--- config.mk ---
export PLATFORM = sky130hd
export DESIGN_NAME = qh_uframe_elig
export DESIGN_NICKNAME = d
export VERILOG_FILES = /design/src/rtl/qhe_pkg.sv /design/src/rtl/qhe_mask_sel.sv /design/src/rtl/qhe_decode.sv /design/src/rtl/qhe_hold_reg.sv /design/src/rtl/qh_uframe_elig.sv
export SDC_FILE = /design/constraint.sdc
export NUM_CORES = 1
export LEC_CHECK = 0
export ABC_AREA = 1
export BUFFER_PORTS_ARGS = -buffer_cell sky130_fd_sc_hd__buf_2
export CORE_UTILIZATION = 34
export CTS_CLUSTER_SIZE = 24
export DETAILED_ROUTE_END_ITERATION = 10
export HOLD_SLACK_MARGIN = 0.06
export PLACE_DENSITY = 0.85
export RECOVER_POWER = 100
export SKIP_CTS_REPAIR_TIMING = 1
export SLEW_MARGIN = 40
export SYNTH_ARGS = -nofsm -noshare
export SYNTH_HDL_FRONTEND = slang
export SYNTH_SLANG_ARGS = --single-unit
--- constraint.sdc ---
create_clock -name clk -period 0.9 [get_ports clk]
set_input_delay 0.18 -clock clk [delete_from_list [all_inputs] [get_ports clk]]
set_output_delay 0.18 -clock clk [all_outputs]
set_load 0.01 [all_outputs]
--- src/rtl/qhe_pkg.sv ---
package qhe_pkg;

   typedef enum logic [1:0] {
      SPD_FULL = 2'b00,
      SPD_LOW  = 2'b01,
      SPD_HIGH = 2'b10,
      SPD_RSV  = 2'b11
   } ep_speed_e;

   typedef struct packed {
      logic start;
      logic cmpl;
      logic intr;
      logic split;
      logic err;
   } elig_t;

   function automatic logic needs_split(input ep_speed_e s);
      return (s == SPD_FULL) || (s == SPD_LOW);
   endfunction

endpackage

--- src/rtl/qhe_mask_sel.sv ---
module qhe_mask_sel #(
   parameter int MASK_W = 8,
   parameter int IDX_W  = 3,
   parameter int STYLE  = 0
) (
   input  logic [MASK_W-1:0] mask,
   input  logic [IDX_W-1:0]  idx,
   output logic              bit_o,
   output logic              any_o
);

   assign any_o = |mask;

   if (STYLE == 0) begin : g_mux
      assign bit_o = mask[idx];
   end else begin : g_decode
      logic [MASK_W-1:0] dec;
      for (genvar g = 0; g < MASK_W; g++) begin : g_bit
         assign dec[g] = (idx == IDX_W'(g));
      end
      assign bit_o = |(dec & mask);
   end

endmodule

--- src/rtl/qhe_decode.sv ---
module qhe_decode
   import qhe_pkg::*;
(
   input  logic [1:0] speed,
   input  logic       periodic,
   input  logic       s_bit,
   input  logic       s_any,
   input  logic       c_bit,
   input  logic       c_any,
   input  logic       active,
   input  logic       pending,
   output elig_t      res
);

   ep_speed_e spd;
   logic      split_dev;
   logic      cmpl_rules;

   assign spd        = ep_speed_e'(speed);
   assign split_dev  = needs_split(spd);
   assign cmpl_rules = split_dev && periodic;

   always_comb begin
      res       = '0;
      res.start = s_bit && (spd != SPD_RSV);
      res.cmpl  = cmpl_rules && c_bit && active && pending;
      res.intr  = s_any;
      res.split = s_any && split_dev;
      res.err   = (cmpl_rules && !c_any) || (periodic && !s_any);
   end

endmodule

--- src/rtl/qhe_hold_reg.sv ---
module qhe_hold_reg
   import qhe_pkg::*;
(
   input  logic  clk,
   input  logic  rst_n,
   input  logic  load,
   input  elig_t d,
   output elig_t q
);

   always_ff @(posedge clk) begin
      if (!rst_n)    q <= '0;
      else if (load) q <= d;
   end

endmodule

--- src/rtl/qh_uframe_elig.sv ---
module qh_uframe_elig
   import qhe_pkg::*;
#(
   parameter int MASK_W    = 8,
   parameter int FIDX_W    = 14,
   parameter int SEL_STYLE = 0
) (
   input  logic              clk,
   input  logic              rst_n,
   input  logic              uf_strobe,
   input  logic [FIDX_W-1:0] frame_idx,
   input  logic [1:0]        ep_speed,
   input  logic              on_periodic,
   input  logic [MASK_W-1:0] start_mask,
   input  logic [MASK_W-1:0] cmpl_mask,
   input  logic              ovl_active,
   input  logic              split_pending,
   output logic              start_cand,
   output logic              cmpl_cand,
   output logic              intr_ep,
   output logic              split_req,
   output logic              cfg_err
);

   localparam int IDX_W = $clog2(MASK_W);

   if (MASK_W < 2 || (1 << IDX_W) != MASK_W) begin : g_bad_mask
      $error("MASK_W must be a power of two of at least 2");
   end
   if (FIDX_W <= IDX_W) begin : g_bad_fidx
      $error("FIDX_W must exceed the microframe index width");
   end
   if (SEL_STYLE != 0 && SEL_STYLE != 1) begin : g_bad_style
      $error("SEL_STYLE must be 0 or 1");
   end

   logic [IDX_W-1:0] uidx;
   logic             unused_hi;
   logic             s_bit, s_any, c_bit, c_any;
   elig_t            nxt, cur;

   assign uidx      = frame_idx[IDX_W-1:0];
   assign unused_hi = ^frame_idx[FIDX_W-1:IDX_W];

   qhe_mask_sel #(.MASK_W(MASK_W), .IDX_W(IDX_W), .STYLE(SEL_STYLE)) u_ssel (
      .mask(start_mask), .idx(uidx), .bit_o(s_bit), .any_o(s_any)
   );

   qhe_mask_sel #(.MASK_W(MASK_W), .IDX_W(IDX_W), .STYLE(SEL_STYLE)) u_csel (
      .mask(cmpl_mask), .idx(uidx), .bit_o(c_bit), .any_o(c_any)
   );

   qhe_decode u_dec (
      .speed(ep_speed), .periodic(on_periodic),
      .s_bit(s_bit), .s_any(s_any), .c_bit(c_bit), .c_any(c_any),
      .active(ovl_active), .pending(split_pending), .res(nxt)
   );

   qhe_hold_reg u_reg (
      .clk(clk), .rst_n(rst_n), .load(uf_strobe), .d(nxt), .q(cur)
   );

   assign start_cand = cur.start;
   assign cmpl_cand  = cur.cmpl;
   assign intr_ep    = cur.intr;
   assign split_req  = cur.split;
   assign cfg_err    = cur.err;

   p_rsv_quiet_r7: assert property (@(posedge clk) disable iff (!rst_n)
      (uf_strobe && ep_speed == 2'b11) |=> (!start_cand && !cmpl_cand));

   p_cmpl_scope_r3: assert property (@(posedge clk) disable iff (!rst_n)
      (uf_strobe && !(on_periodic && ep_speed[1] == 1'b0)) |=> !cmpl_cand);

   p_hold_r8: assert property (@(posedge clk) disable iff (!rst_n)
      !uf_strobe |=> $stable({start_cand, cmpl_cand, intr_ep, split_req, cfg_err}));

   p_start_intr_r4: assert property (@(posedge clk) disable iff (!rst_n)
      start_cand |-> intr_ep);

   p_split_intr_r5: assert property (@(posedge clk) disable iff (!rst_n)
      split_req |-> intr_ep);

   p_empty_start_err_r6: assert property (@(posedge clk) disable iff (!rst_n)
      (uf_strobe && on_periodic && start_mask == '0) |=> cfg_err);

endmodule

==> impl_metrics.yaml <==
global_routing:
  grt_max_degree: 10
  overflow: 0
  grt_pass1_wl_um: 1830
  antenna_found_initial: 0
  grt_pass1_vias: 495
  grt_usage_pct: 17.9
worst_setup_path:
  crit_chain: "buf_2"
  path_max_fanout: 2
  worstSetupPathDepth: 1
  r2r_slack_ns: 0.23
  critPathArrivalTime_ns: 0.68
  path_delay_family: "flip-flops"
  critPathRequiredTime_ns: 0.72
  endpoint_kind: "primary output"
  cp_slowest_stage_delay_ns: 0.32
  start_kind: "flip-flop"
  crit_buf_inv: 1
  crit_slowest_cell: "dfxtp_1"
  critPathKind: "reg2out"
  r2r_cells: 2
clocking:
  cts_max_path_buffers: 2
  insertion_delay_ns: 0.24
  clkSinkCount: 5
  cts-root-buf: "clkbuf_4"
  path_clk_slew_ns: 0.04
  htreeDepth: 1
  tritoncts: "done"
  numCtsBuffers: 3
power:
  p_int_uw: 491
  p_clk_share_pct: 37.4
  leakagePower_uw: 0.000347
  peakVddDrop_mv: 0.969
  power.share.switching_pct: 28.8
  p_seq_share_pct: 34.9
  net-switching-power_uw: 199
  combinationalPowerShare_pct: 27.7
  power_uw: 690
  power_density_nw_per_um2: 1110
routing:
  wl_per_cell_um: 8.82
  drc: 0
  wirelength_um: 1130
  initialDrtViolationCount: 10
  first_pass_iters: 4
  detail-route-antenna-nets: 0
  num_vias: 578
  vias_per_cell: 4.52
logic_synthesis:
  ys_seq_area_share_pct: 22.5
  synth_most_common_cell: "nand2_1"
  ys_ff_latch: 5
  yosys.area.top_type_share_pct: 29.6
  synth_top_area_cell: "nand2_1"
  async_flop_share_pct: 0
  synth_cell_types: 14
  syn_area_um2: 444
  synth_edf_count: 0
  synthFlopType: "dfxtp_1"
  synth.area.top_cells: "nand2_1 30%, dfxtp_1 23%, nand3_1 15%"
  synth_cells: 81
  syn_avg_cell_area_um2: 5.48
  yosys-top-cells-count: "35 x nand2_1, 13 x nand3_1, 9 x nor2_1, 7 x inv_1, 5 x dfxtp_1"
  synth_warnings: 0
  syn-num-nets: 119
floorplan:
  die_y_um: 38.1
  start_util_pct: 38.4
  core_region_area_um2: 1160
  ioPinCount: 43
  rows: 12
  die_w_um: 38.1
  dieArea_um2: 1460
sta:
  fin_crit_ns: 0.864
  setup_violations: 0
  max_freq_mhz: 1160
  timing.final.crit_share_pct: 96.0
  slew_headroom_pct: 84.6
  slew_viol_final: 0
  worstMarginPinSlew_ns: 0.229
  fin_skew_ns: 0
  finalHoldViolations: 0
  rsz0062_at_grt: "no"
finish:
  reg.largest.list: "u_reg.q x5"
  synthToLayoutAreaGrowth_pct: 39.4
  drive_gt1_share_pct: 34.2
  diodes: 0
  largest_register_ffs: 5
  nets: 153
  top_register: "u_reg.q"
  instances_no_fill: 128
placed_design:
  dp_cells: 124
  place_congestion: 0.831
  io_buffers: 31
  dp_hpwl_um: 920
min_path:
  min_path_type: "in2reg"
  holdPathStages: 2
run:
  drv_cap: 0
status:
  status: "complete, no violations"
-- cell families after synthesis --
family / Yosys count / synth area share [%]
buf+inv: 10 / 11.5
flops: 5 / 22.5
simple gates: 61 / 58.6
compound gates: 5 / 7.32
-- placed cells by master, fill, tap and decap left out, types with 2 or more instances in the layout --
cell,synthesis,routed
nand3_1,13,13
clkbuf_4,0,3
clkbuf_1,0,2
buf_2,0,26
nand2_1,35,35
a21oi_2,2,2
or2_1,2,2
inv_1,7,7
clkbuf_2,1,3
a21oi_1,2,2
nor2_1,9,9
dfxtp_2,0,4
-- layer usage --
layer  up-vias  part of all wire, %  track usage [%]  routed length [µm]
li1        320                    -                -                   -
met1       241                   44             20.0                 501
met2        17                   49             32.2                 554
met3         0                  6.5             8.72                  73
met4         0                    0                0                   0
met5         -                    0                0                   0
-- final cells by class --
cell class	count	area, µm²
Fill cell	118	537
Tap cell	14	17.5
Multi-Input combinational cell	66	288
Sequential cell	5	105
Inverter	8	30.0
Clock buffer	4	26.3
Timing Repair Buffer	31	153
-- metrics by stage --
step                worst slack [ns]  cell area (µm²)  util (%)  hold slack (ns)  setup TNS, ns
floorplan                     0.0969              444         -            0.338              0
global placement             -0.0807              601      51.9            0.453         -0.194
detailed placement           -0.0965              601      51.9            0.454         -0.242
CTS                           0.0172              627      54.2            0.209              0
global route                 0.00531              619      53.6            0.209              0
finish                        0.0356              619      53.6            0.207              0
-- worst paths after layout --
kind | start | end
hold reg to reg | u_reg.q[2]$_SDFFE_PN0P_ | u_reg.q[2]$_SDFFE_PN0P_
setup / recovery | u_reg.q[1]$_SDFFE_PN0P_ | split_req
setup reg to reg | u_reg.q[4]$_SDFFE_PN0P_ | u_reg.q[4]$_SDFFE_PN0P_
hold / removal | uf_strobe | u_reg.q[4]$_SDFFE_PN0P_
-- power by group through the flow --
stage | sequential (µW) | clock [µW] | combinational [µW]
final | 241 | 258 | 191
after detailed placement | 243 | 0 | 194
after CTS | 239 | 270 | 195
after floorplan | 249 | 0 | 102
after global routing | 242 | 289 | 217
after global placement | 242 | 0 | 190
-- worst register-to-register path: stages (launching register included) --
cell     delay [ns]
dfxtp_2        0.31
o21ai_0        0.21
a21oi_2        0.04
Note: power is estimated with default switching activity, not from simulation.
